<file path="config.mk">
export PLATFORM = sky130hd
export DESIGN_NAME = microseq_unit
export DESIGN_NICKNAME = d
export VERILOG_FILES = /design/src/rtl/microseq_pkg.sv /design/src/rtl/microseq_store.sv /design/src/rtl/microseq_path.sv /design/src/rtl/microseq_ctrl.sv /design/src/rtl/microseq_unit.sv
export SDC_FILE = /design/constraint.sdc
export NUM_CORES = 1
export LEC_CHECK = 0
export BUFFER_PORTS_ARGS = -buffer_cell sky130_fd_sc_hd__buf_2
export CELL_PAD_IN_SITES_DETAIL_PLACEMENT = 1
export CELL_PAD_IN_SITES_GLOBAL_PLACEMENT = 1
export CORE_AREA = 2 2 42 73
export CTS_BUF_LIST = sky130_fd_sc_hd__clkbuf_4
export DETAILED_ROUTE_END_ITERATION = 8
export DIE_AREA = 0 0 44 75
export PLACE_DENSITY_LB_ADDON = 0.15
export SLEW_MARGIN = 25
export SYNTH_ARGS = -nofsm -noshare
export SYNTH_HDL_FRONTEND = slang
export SYNTH_SLANG_ARGS = --single-unit
</file>
<file path="constraint.sdc">
create_clock -name clk -period 4.7 [get_ports clk]
set_input_delay 0.47 -clock clk [delete_from_list [all_inputs] [get_ports clk]]
set_output_delay 0.47 -clock clk [all_outputs]
set_load 0.02 [all_outputs]
</file>
<file path="src/rtl/microseq_pkg.sv">
package microseq_pkg;

  typedef enum logic [1:0] {
    MODE_INC      = 2'd0,
    MODE_JUMP     = 2'd1,
    MODE_BRANCH   = 2'd2,
    MODE_DISPATCH = 2'd3
  } seqMode_e;

  typedef enum logic [2:0] {
    NXT_HOLD      = 3'd0,
    NXT_INC       = 3'd1,
    NXT_ROMFIELD  = 3'd2,
    NXT_CSIRFIELD = 3'd3,
    NXT_DECODE    = 3'd4
  } nextSel_e;

  // strobes from sequencing control to the address/word path
  typedef struct packed {
    logic     loadWord;
    nextSel_e nextSel;
  } seqStrobe_t;

endpackage

</file>
<file path="src/rtl/microseq_store.sv">
module microseq_store
  import microseq_pkg::*;
#(
  parameter int CTL_W   = 8,
  parameter int ADDR_W  = 6,
  parameter int OP_W    = 3,
  parameter int RT_BASE = 4,
  localparam int WORD_W = CTL_W + 2 + ADDR_W
) (
  input  logic [ADDR_W-1:0] addr,
  output logic [WORD_W-1:0] word
);

  localparam int NUM_OPS = 1 << OP_W;
  localparam logic [ADDR_W:0]   RT_LO  = (ADDR_W+1)'(RT_BASE);
  localparam logic [ADDR_W:0]   RT_HI  = (ADDR_W+1)'(RT_BASE + 4 * NUM_OPS);
  localparam logic [ADDR_W-1:0] BASE_A = ADDR_W'(RT_BASE);

  logic [ADDR_W-1:0] rel;
  logic [OP_W-1:0]   opIdx;
  logic [1:0]        step;
  logic [CTL_W-1:0]  ctl;
  seqMode_e          mode;
  logic [ADDR_W-1:0] field;
  logic              inRoutine;

  assign inRoutine = ({1'b0, addr} >= RT_LO) && ({1'b0, addr} < RT_HI);
  assign rel       = addr - BASE_A;
  assign step      = rel[1:0];
  assign opIdx     = rel[OP_W+1:2];

  always_comb begin
    ctl   = '0;
    mode  = MODE_JUMP;
    field = '0;
    if (addr == '0) begin
      ctl  = CTL_W'(8'h01);
      mode = MODE_INC;
    end else if (addr == ADDR_W'(1)) begin
      ctl  = CTL_W'(8'h02);
      mode = MODE_DISPATCH;
    end else if (inRoutine) begin
      case (step)
        2'd0: begin
          ctl  = CTL_W'(8'h10) | CTL_W'(opIdx);
          mode = MODE_INC;
        end
        2'd1: begin
          ctl   = CTL_W'(8'h20) | CTL_W'(opIdx);
          mode  = MODE_BRANCH;
          field = addr + ADDR_W'(2);
        end
        2'd2: begin
          ctl  = CTL_W'(8'h40) | CTL_W'(opIdx);
          mode = MODE_INC;
        end
        default: begin
          ctl   = CTL_W'(8'h80) | CTL_W'(opIdx);
          mode  = MODE_JUMP;
          field = '0;
        end
      endcase
    end
  end

  assign word = {ctl, mode, field};

endmodule

</file>
<file path="src/rtl/microseq_path.sv">
module microseq_path
  import microseq_pkg::*;
#(
  parameter int CTL_W   = 8,
  parameter int ADDR_W  = 6,
  parameter int OP_W    = 3,
  parameter int RT_BASE = 4,
  localparam int WORD_W = CTL_W + 2 + ADDR_W
) (
  input  logic              clk,
  input  logic              rst,
  input  logic [OP_W-1:0]   opcode,
  input  seqStrobe_t        strobe,
  input  logic [WORD_W-1:0] romWord,
  output logic [ADDR_W-1:0] csar,
  output logic [WORD_W-1:0] csirWord,
  output logic              csirValid,
  output logic              csirDisp
);

  localparam logic [ADDR_W-1:0] BASE_A = ADDR_W'(RT_BASE);

  logic [ADDR_W-1:0] dispatchAddr;
  logic [ADDR_W-1:0] nextCsar;
  logic              csarDisp;

  // opcode decoder: routine k starts at base + 4k
  assign dispatchAddr = BASE_A + ADDR_W'({opcode, 2'b00});

  always_comb begin
    case (strobe.nextSel)
      NXT_INC:       nextCsar = csar + ADDR_W'(1);
      NXT_ROMFIELD:  nextCsar = romWord[ADDR_W-1:0];
      NXT_CSIRFIELD: nextCsar = csirWord[ADDR_W-1:0];
      NXT_DECODE:    nextCsar = dispatchAddr;
      default:       nextCsar = csar;
    endcase
  end

  always_ff @(posedge clk) begin
    if (rst) begin
      csar      <= '0;
      csarDisp  <= 1'b0;
      csirWord  <= '0;
      csirValid <= 1'b0;
      csirDisp  <= 1'b0;
    end else begin
      if (strobe.nextSel != NXT_HOLD) begin
        csar     <= nextCsar;
        csarDisp <= (strobe.nextSel == NXT_DECODE);
      end
      if (strobe.loadWord) begin
        csirWord  <= romWord;
        csirValid <= 1'b1;
        csirDisp  <= csarDisp;
      end else begin
        csirValid <= 1'b0;
        csirDisp  <= 1'b0;
      end
    end
  end

endmodule

</file>
<file path="src/rtl/microseq_ctrl.sv">
module microseq_ctrl
  import microseq_pkg::*;
#(
  parameter bit PIPELINED = 1'b1
) (
  input  logic       clk,
  input  logic       rst,
  input  logic       cond,
  input  seqMode_e   romMode,
  input  seqMode_e   csirMode,
  input  logic       csirValid,
  output seqStrobe_t strobe
);

  generate
    if (PIPELINED) begin : g_overlap
      logic     loadW;
      nextSel_e sel;
      logic     unusedOverlap;
      assign unusedOverlap = clk ^ rst;

      always_comb begin
        loadW = 1'b1;
        sel   = NXT_INC;
        if (csirValid && (csirMode == MODE_BRANCH) && cond) begin
          // prefetched fall-through word is squashed
          loadW = 1'b0;
          sel   = NXT_CSIRFIELD;
        end else begin
          case (romMode)
            MODE_JUMP:     sel = NXT_ROMFIELD;
            MODE_DISPATCH: sel = NXT_DECODE;
            default:       sel = NXT_INC;
          endcase
        end
      end
      assign strobe = '{loadWord: loadW, nextSel: sel};
    end else begin : g_serial
      logic     applyPhase;
      logic     loadW;
      nextSel_e sel;
      logic     unusedSerial;
      assign unusedSerial = csirValid ^ (^romMode);

      always_ff @(posedge clk) begin
        if (rst) applyPhase <= 1'b0;
        else     applyPhase <= ~applyPhase;
      end

      always_comb begin
        loadW = 1'b0;
        sel   = NXT_HOLD;
        if (!applyPhase) begin
          loadW = 1'b1;
        end else begin
          case (csirMode)
            MODE_JUMP:     sel = NXT_CSIRFIELD;
            MODE_BRANCH:   sel = cond ? NXT_CSIRFIELD : NXT_INC;
            MODE_DISPATCH: sel = NXT_DECODE;
            default:       sel = NXT_INC;
          endcase
        end
      end
      assign strobe = '{loadWord: loadW, nextSel: sel};
    end
  endgenerate

endmodule

</file>
<file path="src/rtl/microseq_unit.sv">
module microseq_unit
  import microseq_pkg::*;
#(
  parameter int CTL_W     = 8,
  parameter int ADDR_W    = 6,
  parameter int OP_W      = 3,
  parameter int RT_BASE   = 4,
  parameter bit PIPELINED = 1'b1
) (
  input  logic             clk,
  input  logic             rst,
  input  logic [OP_W-1:0]  opcode,
  input  logic             cond,
  output logic [CTL_W-1:0] ctlOut,
  output logic             opStart
);

  localparam int WORD_W = CTL_W + 2 + ADDR_W;

  logic [ADDR_W-1:0] csar;
  logic [WORD_W-1:0] romWord;
  logic [WORD_W-1:0] csirWord;
  logic              csirValid;
  logic              csirDisp;
  logic [1:0]        csirMode;
  logic [ADDR_W-1:0] csirField;
  seqStrobe_t        strobe;

  assign csirMode  = csirWord[ADDR_W+1:ADDR_W];
  assign csirField = csirWord[ADDR_W-1:0];

  microseq_store #(.CTL_W(CTL_W), .ADDR_W(ADDR_W), .OP_W(OP_W), .RT_BASE(RT_BASE)) u_store (
    .addr (csar),
    .word (romWord)
  );

  microseq_path #(.CTL_W(CTL_W), .ADDR_W(ADDR_W), .OP_W(OP_W), .RT_BASE(RT_BASE)) u_path (
    .clk       (clk),
    .rst       (rst),
    .opcode    (opcode),
    .strobe    (strobe),
    .romWord   (romWord),
    .csar      (csar),
    .csirWord  (csirWord),
    .csirValid (csirValid),
    .csirDisp  (csirDisp)
  );

  microseq_ctrl #(.PIPELINED(PIPELINED)) u_ctrl (
    .clk       (clk),
    .rst       (rst),
    .cond      (cond),
    .romMode   (seqMode_e'(romWord[ADDR_W+1:ADDR_W])),
    .csirMode  (seqMode_e'(csirMode)),
    .csirValid (csirValid),
    .strobe    (strobe)
  );

  assign ctlOut  = csirValid ? csirWord[WORD_W-1:ADDR_W+2] : '0;
  assign opStart = csirDisp;

endmodule

</file>
# After elaboration in Yosys (flattened, before gate mapping)
# Index checks and enable logic that the tools add are counted.
# op_classes
magnitude_cmp,2
n_addsub,4
reduce_logical,10
n_mux,17
eq_ne,10
# op_table
cell,count
$mux 8,4
$mux 6,4
$pmux 6 s4,1
$pmux 8 s3,1
$add 3x5->6 const A,1
$add 6x1->6 const B,1
$add 6x2->6 const B,1
$eq 2x2->1 const B,3
$eq 3x2->1 const B,2
$eq 6x1->1 const B,1
$ge 6x3->1 const B,1
$logic_not 6->1,1
$lt 6x6->1 const B,1
$mux 2,3
$pmux 3 s2,1
$sub 5x3->5 const B,1
$eq 2x1->1 const B,2
$pmux 2 s2,1
$reduce_bool 4->1,1
$reduce_or 2->1,2
$eq 3x1->1 const B,1
$eq 3x3->1 const B,1
$logic_and 1x1->1,3
$mux 3,1
other kinds (4),4
# word_totals
input_bits,6
ff_bits,25
output_inout_bits,9
wordCells,48

# Depth between registers and ports, before layout
# Gate-level depths: netlist (run 1).
# depth
word_depth,13
depth_mapped,8
ltp_nobuf,7

# Modules after synthesis
# Synthesis (run 1) repeated with hierarchy kept, for this count alone.
# hier_totals
hier_cells,193
hier_area_um2,1620.3
# modules_own_cells
mod,instances,cells_per_inst,area_each_um2,seq_area_each_um2
microseq_path,1,140,1253.7,500.5
microseq_store,1,39,266.5,0.0
microseq_ctrl,1,6,50.0,0.0
microseq_unit,1,8,50.0,0.0

# Worst setup path after synthesis (run 1)
# Ideal clock, no wire load.
# synth_path
path_type,reg-to-reg
from,reg u_path.csar[3]
to,reg u_path.csar[4]
setup_time_ns,0.103
arrival_ns,1.920
required_ns,4.597
n_path_buf,0
synth_period_minus_slack_ns,2.023
path_slack_ns,2.677
path_stages_with_launch,8
cell_sequence,dfxtp_1 inv_1 ha_1 nor2b_2 mux2i_4 a31oi_2 o32a_1 a2111oi_2
# synth_via
elab_chain_cells,11
word_cells_on_any_way,26
classes_between,add/sub (2); order compare (2); eq/ne (7); mux (10); reduce/logical (5)
# synth_rtl
element,line,rtl
start: declaration,microseq_path.sv:15,"output logic [ADDR_W-1:0] csar,"
start signal: assignment,microseq_path.sv:49,csar <= nextCsar;
$ge 6x3->1 / $lt 6x6->1 (equally long branches),microseq_store.sv:27,"assign inRoutine = ({1'b0, addr} >= RT_LO) && ({1'b0, addr} < RT_HI);"
$logic_and 1x1->1,microseq_store.sv:27,
$mux 2,microseq_store.sv:42,end else if (inRoutine) begin
$mux 2,microseq_store.sv:39,end else if (addr == ADDR_W'(1)) begin
$mux 2,microseq_store.sv:36,if (addr == '0) begin
$eq 2x2->1 / $eq 2x1->1 (equally long branches),microseq_ctrl.sv:30,case (romMode)
$pmux 3 s2,microseq_ctrl.sv:30,
$mux 3,microseq_ctrl.sv:25,if (csirValid && (csirMode == MODE_BRANCH) && cond) begin
$eq 3x1->1 (tied with other cells),microseq_path.sv:31,case (strobe.nextSel)
$reduce_bool 4->1 (no line),n/a,
$reduce_and 2->1 (no line),n/a,
# Several ways; a longest one is shown, not always the timed one.
# A chain may end at the register's enable or synchronous reset.

# Worst setup path in the final report (run 1)
# layout_path
from,reg u_path.csar[2]
to,reg u_path.csar[4]
# The elaborated chain is that of the path after synthesis.

==> results of run 1 <==
metal layers:
metal / track usage, % / up-vias
met4: 10.4 / 0
met3: 3.36 / 6
met5: 0 / -
met1: 21.4 / 516
li1: - / 527
met2: 42.6 / 21
logic make-up after synthesis:
logic type / share of synthesized area (%)
other: 0.297
and+or+nand+nor: 25.0
adders and majority gates: 10.9
buffers and inverters: 4.66
xor gates and xnor gates: 6.24
AOI/OAI and AO/OA: 16.3
muxes: 1.78
DFF: 34.9
final cells by class:
class | instances | area, sq um
fillers | 350 | 1340
multi-input cells | 111 | 763
flip-flops and latches | 22 | 440
repair buffers | 13 | 65.1
well taps | 27 | 33.8
clock buffers | 3 | 22.5
inverters | 6 | 22.5
clock inverters | 1 | 3.75
cell usage in the layout, fill, tap and decap left out, types with 2 or more instances in the layout:
master                      instances
sky130_fd_sc_hd__a2111oi_2          2
sky130_fd_sc_hd__a211oi_1           2
sky130_fd_sc_hd__a21oi_1            8
sky130_fd_sc_hd__a31oi_1            2
sky130_fd_sc_hd__and2_1            10
sky130_fd_sc_hd__and3_1             2
sky130_fd_sc_hd__buf_2             13
sky130_fd_sc_hd__clkbuf_4           3
sky130_fd_sc_hd__dfxtp_1           22
sky130_fd_sc_hd__ha_1              11
sky130_fd_sc_hd__inv_1              6
sky130_fd_sc_hd__nand2_1           14
sky130_fd_sc_hd__nand3_1            7
sky130_fd_sc_hd__nand4_1            4
sky130_fd_sc_hd__nor2_1            13
sky130_fd_sc_hd__nor3_1             4
sky130_fd_sc_hd__o21ai_0            4
sky130_fd_sc_hd__o32a_1             2
sky130_fd_sc_hd__xnor2_1            5
sky130_fd_sc_hd__xor2_1             4
worst register-to-register path, cell delays in order, from the launching register on:
cell                        delay (ns)
sky130_fd_sc_hd__dfxtp_1          0.47
sky130_fd_sc_hd__inv_1            0.12
sky130_fd_sc_hd__ha_1             0.23
sky130_fd_sc_hd__nor2b_2          0.17
sky130_fd_sc_hd__mux2i_4          0.28
sky130_fd_sc_hd__a31oi_2          0.17
sky130_fd_sc_hd__o32a_1           0.38
sky130_fd_sc_hd__a2111oi_2        0.34
final timing paths:
kind         cells after the start  slack, ns                     endpoint                          from
max                              7       2.44  u_path.csar[4]$_SDFFE_PP0P_   u_path.csar[2]$_SDFFE_PP0P_
min                              1       0.44   u_path.csirDisp$_SDFF_PP0_  u_path.csarDisp$_SDFFE_PP0P_
max reg2reg                      7       2.44  u_path.csar[4]$_SDFFE_PP0P_   u_path.csar[2]$_SDFFE_PP0P_
min reg2reg                      1       0.44   u_path.csirDisp$_SDFF_PP0_  u_path.csarDisp$_SDFFE_PP0P_
power groups by stage:
stage / Sequential (mW) / Clock, mW / Combinational (mW)
6_report: 0.276 / 0.0875 / 0.432
4_1_cts: 0.277 / 0.0939 / 0.437
2_1_floorplan: 0.262 / 0 / 0.351
3_3_place_gp: 0.275 / 0 / 0.423
3_5_place_dp: 0.281 / 0 / 0.433
5_1_grt: 0.282 / 0.101 / 0.487
stage by stage:
step / hold slack, ns / worst slack [ns]
2_1_floorplan: 0.406 / 2.68
3_3_place_gp: 0.411 / 2.58
3_5_place_dp: 0.420 / 2.48
4_1_cts: 0.451 / 2.43
5_1_grt: 0.492 / 2.32
6_report: 0.444 / 2.44
sequential cells by signal (all words and copies together), names as in the netlist:
name and cells:
u_path.csar 6, u_path.csirValid 1, u_path.csarDisp 1, u_path.csirWord 13, u_path.csirDisp 1
==> impl_summary.log, run 1 <==
INFO  metric utilization = 50.2%
INFO  metric first_global_vias = 1115
INFO  metric cts-resized-gates = 0
INFO  metric rsz0062_at_grt = no
INFO  metric met3_wirelength = 106 um
INFO  metric post-cts-setup-buffers = 0
INFO  metric ant_nets = 0
INFO  metric hold_path.class = flop to flop
INFO  metric drt-total-wl = 3090 um
INFO  metric report.power.total = 0.796 mW
INFO  metric share_seq_of_total_power = 34.7%
INFO  metric globalRouteTotalUtil = 21.9%
INFO  metric highest-signal-layer = met4
INFO  metric grt_antenna_before_repair = 0
INFO  metric switching_share = 45.9%
INFO  metric areaGrowthSynthToFinish = 7.04%
INFO  metric synth_area_leader_cell = sky130_fd_sc_hd__dfxtp_1
INFO  metric power.switching = 0.365 mW
INFO  metric gate_count_after_technology_mapping = 146
INFO  metric mappedNetlistArea = 1260 sq um
INFO  metric route.detailed.vias_per_inst = 5.85
INFO  metric clockRootBuffer = sky130_fd_sc_hd__clkbuf_4
INFO  metric fin_setup_tns = 0 ns
INFO  metric first_iteration_detailed_routing_drc_count = 17
INFO  metric setup_viol = 0
INFO  metric synth_common_cells = sky130_fd_sc_hd__dfxtp_1, sky130_fd_sc_hd__nand2_1, sky130_fd_sc_hd__nor2_1
INFO  metric instances_no_fill = 183
INFO  metric pin_count_of_the_biggest_net_entering_global_routing = 20
INFO  metric timing.critical_path.fanout_max = 8
INFO  metric status = finished, final reports clean
INFO  metric tritoncts = done
INFO  metric synth_edf_count = 0
INFO  metric route.detailed.wl_per_inst = 16.9 um
INFO  metric yosysUniqueCellTypes = 38
INFO  metric power.leakage = 0.542 nW
INFO  metric clkLatencyLatePin = 0.30 ns
INFO  metric mappedNetlistNets = 163
INFO  metric timing.critical_path.to_type = flop
INFO  metric max-cap-violations = 0
INFO  metric async_flop_share = 0%
INFO  metric power.combinational.fraction = 54.3%
INFO  metric syn-mean-instance-area = 8.65 sq um
INFO  metric numPortBuffers = 13
INFO  metric area_of_the_placeable_core = 2690 sq um
INFO  metric route.layer.met1.wl = 1120 um
INFO  metric layout_worst_path_cycle_share = 48.1%
INFO  metric cell_internal_pwr = 0.431 mW
INFO  metric longest_individual_stage_delay_on_the_worst_path = 0.47 ns
INFO  metric die_x = 44 um
INFO  metric detailroute.wirelength.met2 = 1800 um
INFO  metric ir_worst_vdd = 0.280 mV
INFO  metric max_clock_freq = 442 MHz
INFO  metric ctsHoldBuffers = 0
INFO  metric synth_top_cells_by_area = sky130_fd_sc_hd__dfxtp_1, sky130_fd_sc_hd__ha_1, sky130_fd_sc_hd__and2_1
INFO  metric synthFlopType = sky130_fd_sc_hd__dfxtp_1
INFO  metric drcViolationCount = 0
INFO  metric critical_path_arrival = 2.47 ns
INFO  metric grt_first_pass_wirelength = 5180 um
INFO  metric proportion_of_layout_cells_with_a_drive_suffix_above_1 = 14.1%
INFO  metric synth.most_common_cell = sky130_fd_sc_hd__dfxtp_1
INFO  metric tritoncts_num_sinks = 22
INFO  metric yosysWarnings = 0
INFO  metric die_h = 75 um
INFO  metric final_wtd_congestion = 0.849
INFO  metric effective_utilization_at_floorplan = 46.9%
INFO  metric cell_at_the_slowest_stage_of_the_critical_path = sky130_fd_sc_hd__dfxtp_1
INFO  metric seq_total_area_yosys = 34.9%
INFO  metric setup.worst_path.start_class = flop
INFO  metric finClkSkew = 0.00577 ns
INFO  metric timing.critical_path.max_delay_family = compound AO/OA/AOI/OAI gates
INFO  metric numCtsBuffers = 3
INFO  metric globalRouteOverflowTotal = 0
INFO  metric detail_placement_hpwl = 2430 um
INFO  metric synth_top_area_share = 34.9%
INFO  metric dp.cells = 179
INFO  metric crit_buf_inv = 1
INFO  metric power.share.clock = 11.0%
INFO  metric timing.critical_path.cells = inv_1, ha_1, nor2b_2, mux2i_4, a31oi_2, o32a_1, a2111oi_2
INFO  metric cts_max_level = 1
INFO  metric row_count = 25
INFO  metric final_cell_area = 1350 sq um
INFO  metric report.final.hold_viol_count = 0
INFO  metric placed_instance_area = 1330 sq um
INFO  metric num_antenna_cells = 0
INFO  metric total_vias_in_the_final_route = 1070
INFO  metric fp.dieArea = 3300 sq um
INFO  metric critPathRequiredTime = 4.91 ns
INFO  metric detail_route.first_pass.iterations = 4
INFO  metric final_max_slew_viol_count = 0
INFO  metric synth_seq_cells = 22
INFO  metric number_of_primary_i_o_pins = 15
INFO  metric clk_transition_reported_paths = 0.12 ns
INFO  metric timing_worst_setup_path_type = flop to flop
INFO  metric clock_tree.buffer_depth = 2
INFO  metric num-nets-final = 174
INFO  metric power.density = 589 nW/um^2
INFO  metric period_needed = 2.26 ns
Note: power is estimated with default switching activity, not from simulation.
==> inputs of run 2 (changes only) <==
--- a/config.mk
+++ b/config.mk
@@ -8,10 +8,10 @@
 export BUFFER_PORTS_ARGS = -buffer_cell sky130_fd_sc_hd__buf_2
 export CELL_PAD_IN_SITES_DETAIL_PLACEMENT = 1
 export CELL_PAD_IN_SITES_GLOBAL_PLACEMENT = 1
-export CORE_AREA = 2 2 42 73
+export CORE_AREA = 2 2 46 80
 export CTS_BUF_LIST = sky130_fd_sc_hd__clkbuf_4
 export DETAILED_ROUTE_END_ITERATION = 8
-export DIE_AREA = 0 0 44 75
+export DIE_AREA = 0 0 48 82
 export PLACE_DENSITY_LB_ADDON = 0.15
 export SLEW_MARGIN = 25
 export SYNTH_ARGS = -nofsm -noshare
==> constraint.sdc (replaced) <==
create_clock -name clk -period 2 [get_ports clk]
set_input_delay 0.2 -clock clk [delete_from_list [all_inputs] [get_ports clk]]
set_output_delay 0.2 -clock clk [all_outputs]
set_load 0.02 [all_outputs]
==> run 2 against run 1 <==
Non-clock buffer count rose by 17. Fmax rose by 19%. Die area increased by 19%. Critical path depth is 1 higher. Worst setup slack lost 2.3 ns. Clock skew down 0.0014 ns. Total power grew to 2.8 times the previous value. Clock-buffer cell count did not move. Sequential power is 120% higher. First-iteration DRC count is 18% lower. Highest routed layer unchanged.
==> impl_summary.log, run 2 (synthesized netlist as in run 1, its figures left out) <==
INFO  metric r2r_setup_slack = 0.1 ns
INFO  metric detail_route.first_pass.iterations = 4
INFO  metric drcViolationCount = 0
INFO  metric route.detailed.wl_per_inst = 15.8 um
INFO  metric total_vias_in_the_final_route = 1135
INFO  metric number_of_primary_i_o_pins = 15
INFO  metric proportion_of_layout_cells_with_a_drive_suffix_above_1 = 25.6%
INFO  metric globalRouteOverflowTotal = 0
INFO  metric ir_worst_vdd = 0.552 mV
INFO  metric reg_to_reg_start = u_path.csar[2]$_SDFFE_PP0P_
INFO  metric status = finished, final reports clean
INFO  metric layout.cells.most_common_list = sky130_fd_sc_hd__dfxtp_1, sky130_fd_sc_hd__buf_4, sky130_fd_sc_hd__nand2_1, sky130_fd_sc_hd__nor2_1, sky130_fd_sc_hd__buf_2
INFO  metric num-nets-final = 191
INFO  metric fill_cells = 402
INFO  metric effective_utilization_at_floorplan = 37.9%
INFO  metric numPortBuffers = 13
INFO  metric setup_viol = 0
INFO  metric report.power.total = 2.26 mW
INFO  metric drt-total-wl = 3430 um
INFO  metric first_iteration_detailed_routing_drc_count = 14
INFO  metric final_wtd_congestion = 0.909
INFO  metric max-cap-violations = 0
INFO  metric first_global_vias = 1190
INFO  metric cts_max_level = 1
INFO  metric longest_individual_stage_delay_on_the_worst_path = 0.36 ns
INFO  metric worst_r2r_path_depth = 8
INFO  metric clockRootBuffer = sky130_fd_sc_hd__clkbuf_4
INFO  metric clkLatencyLatePin = 0.31 ns
INFO  metric timing.critical_path.max_delay_family = compound AO/OA/AOI/OAI gates
INFO  metric power.density = 1460 nW/um^2
INFO  metric timing.critical_path.fanout_max = 5
INFO  metric clk_transition_reported_paths = 0.12 ns
INFO  metric fin_setup_tns = 0 ns
INFO  metric largest_register_ff_count = 13
INFO  metric utilization = 46.6%
INFO  metric crit_buf_inv = 2
INFO  metric final_cell_area = 1550 sq um
INFO  metric max_clock_freq = 525 MHz
INFO  metric mostFrequentLayoutCell = sky130_fd_sc_hd__dfxtp_1
INFO  metric setup.worst_path.start_class = flop
INFO  metric period_needed = 1.90 ns
INFO  metric numCtsBuffers = 3
INFO  metric layout_worst_path_cycle_share = 95.2%
INFO  metric ant_nets = 0
INFO  metric report.final.hold_viol_count = 0
INFO  metric crit-reg2reg-capture = u_path.csar[2]$_SDFFE_PP0P_
INFO  metric route.detailed.vias_per_inst = 5.23
INFO  metric hold_path.class = input pin to flop
INFO  metric row_count = 28
INFO  metric die_x = 48 um
INFO  metric critPathRequiredTime = 2.21 ns
INFO  metric die_h = 82 um
INFO  metric max_flop_register = u_path.csirWord
INFO  metric tritoncts = done
INFO  metric final_max_slew_viol_count = 0
INFO  metric critical_path_arrival = 2.12 ns
INFO  metric tritoncts_num_sinks = 22
INFO  metric fp.dieArea = 3940 sq um
INFO  metric reg.largest.list = u_path.csirWord: 13 flops, u_path.csar: 6 flops
INFO  metric areaGrowthSynthToFinish = 22.8%
INFO  metric grt_antenna_before_repair = 0
INFO  metric finClkSkew = 0.00436 ns
INFO  metric timing_worst_setup_path_type = flop to flop
INFO  metric crit_start = u_path.csar[2]$_SDFFE_PP0P_
INFO  metric timing.critical_path.cells = inv_4, ha_4, nor2b_4, mux2i_4, buf_6, a31oi_2, o32a_1, a2111oi_4
INFO  metric clock_tree.buffer_depth = 2
INFO  metric placed_instance_area = 1480 sq um
INFO  metric power.leakage = 0.637 nW
INFO  metric area_of_the_placeable_core = 3330 sq um
INFO  metric preCtsSetupSlack = 0.0157 ns
INFO  metric globalRouteTotalUtil = 20.5%
INFO  metric crit_cells = 8
INFO  metric pin_count_of_the_biggest_net_entering_global_routing = 20
INFO  metric detail_placement_hpwl = 2810 um
INFO  metric post-cts-setup-buffers = 0
INFO  metric grt_first_pass_wirelength = 5580 um
INFO  metric rsz0062_at_grt = no
INFO  metric num_antenna_cells = 0
INFO  metric worst_slack = 0.0951 ns
INFO  metric cell_at_the_slowest_stage_of_the_critical_path = sky130_fd_sc_hd__dfxtp_2
INFO  metric timing.critical_path.to_type = flop
INFO  metric critical_path.endpoint = u_path.csar[2]$_SDFFE_PP0P_
run 2: changes by cell type in the layout (fill, tap and decap cells not counted), sizes merged:
cell and change:
buf +17, clkinv -1
run 2: repair_timing:
item / 4_1_cts / 5_1_grt
setup endpoints to repair: 2 / 7
pin swaps: 0 / 5
gates resized for setup: 2 / 10
hold buffers: 0 / 0
run 2: tightest hold or removal path: cells and delay by family:
family	cells	cell delay [ns]
buffers and inverters	1	0.10
AO/OA/AOI/OAI	2	0.27
run 2: layer usage:
layer / GRT usage (%) / part of all wire, % / wire [um]
met1: 19.9 / 36 / 1230
met2: 40.0 / 60 / 2070
met3: 2.42 / 2.2 / 75
met4: 7.84 / 1.7 / 57
met5: 0 / 0 / 0
run 2: worst min path at each step:
stage	start	end	slack, ns	depth (start not counted)
global placement	u_path.csarDisp$_SDFFE_PP0P_	u_path.csirDisp$_SDFF_PP0_	0.41	1
finish	opcode[0]	u_path.csar[2]$_SDFFE_PP0P_	0.30	3
detailed placement	u_path.csarDisp$_SDFFE_PP0P_	u_path.csirDisp$_SDFF_PP0_	0.42	1
CTS	opcode[0]	u_path.csar[2]$_SDFFE_PP0P_	0.26	3
floorplan	u_path.csarDisp$_SDFFE_PP0P_	u_path.csirDisp$_SDFF_PP0_	0.41	1
global route	opcode[0]	u_path.csar[2]$_SDFFE_PP0P_	0.31	3
run 2: through the flow:
stage,std cells,hold WS [ns]
floorplan,146,0.406
detailed placement,214,0.418
finish,217,0.298
global route,217,0.307
global placement,214,0.411
CTS,217,0.257
run 2: power by group:
group          internal, mW  total [mW]  switching (mW)
combinational         0.664        1.44           0.779
sequential            0.540       0.611          0.0712
clock                0.0704       0.206           0.135
total                  1.27        2.26           0.986
run 2: area by class of cell:
class / instances / area (sq um) / area share [%]
inverter: 6 / 25.0 / 1.61
multi-input combinational: 111 / 808 / 52.1
sequential: 22 / 442 / 28.5
timing repair buffer: 30 / 196 / 12.7
clock buffer: 3 / 22.5 / 1.45
tap: 45 / 56.3 / 3.63
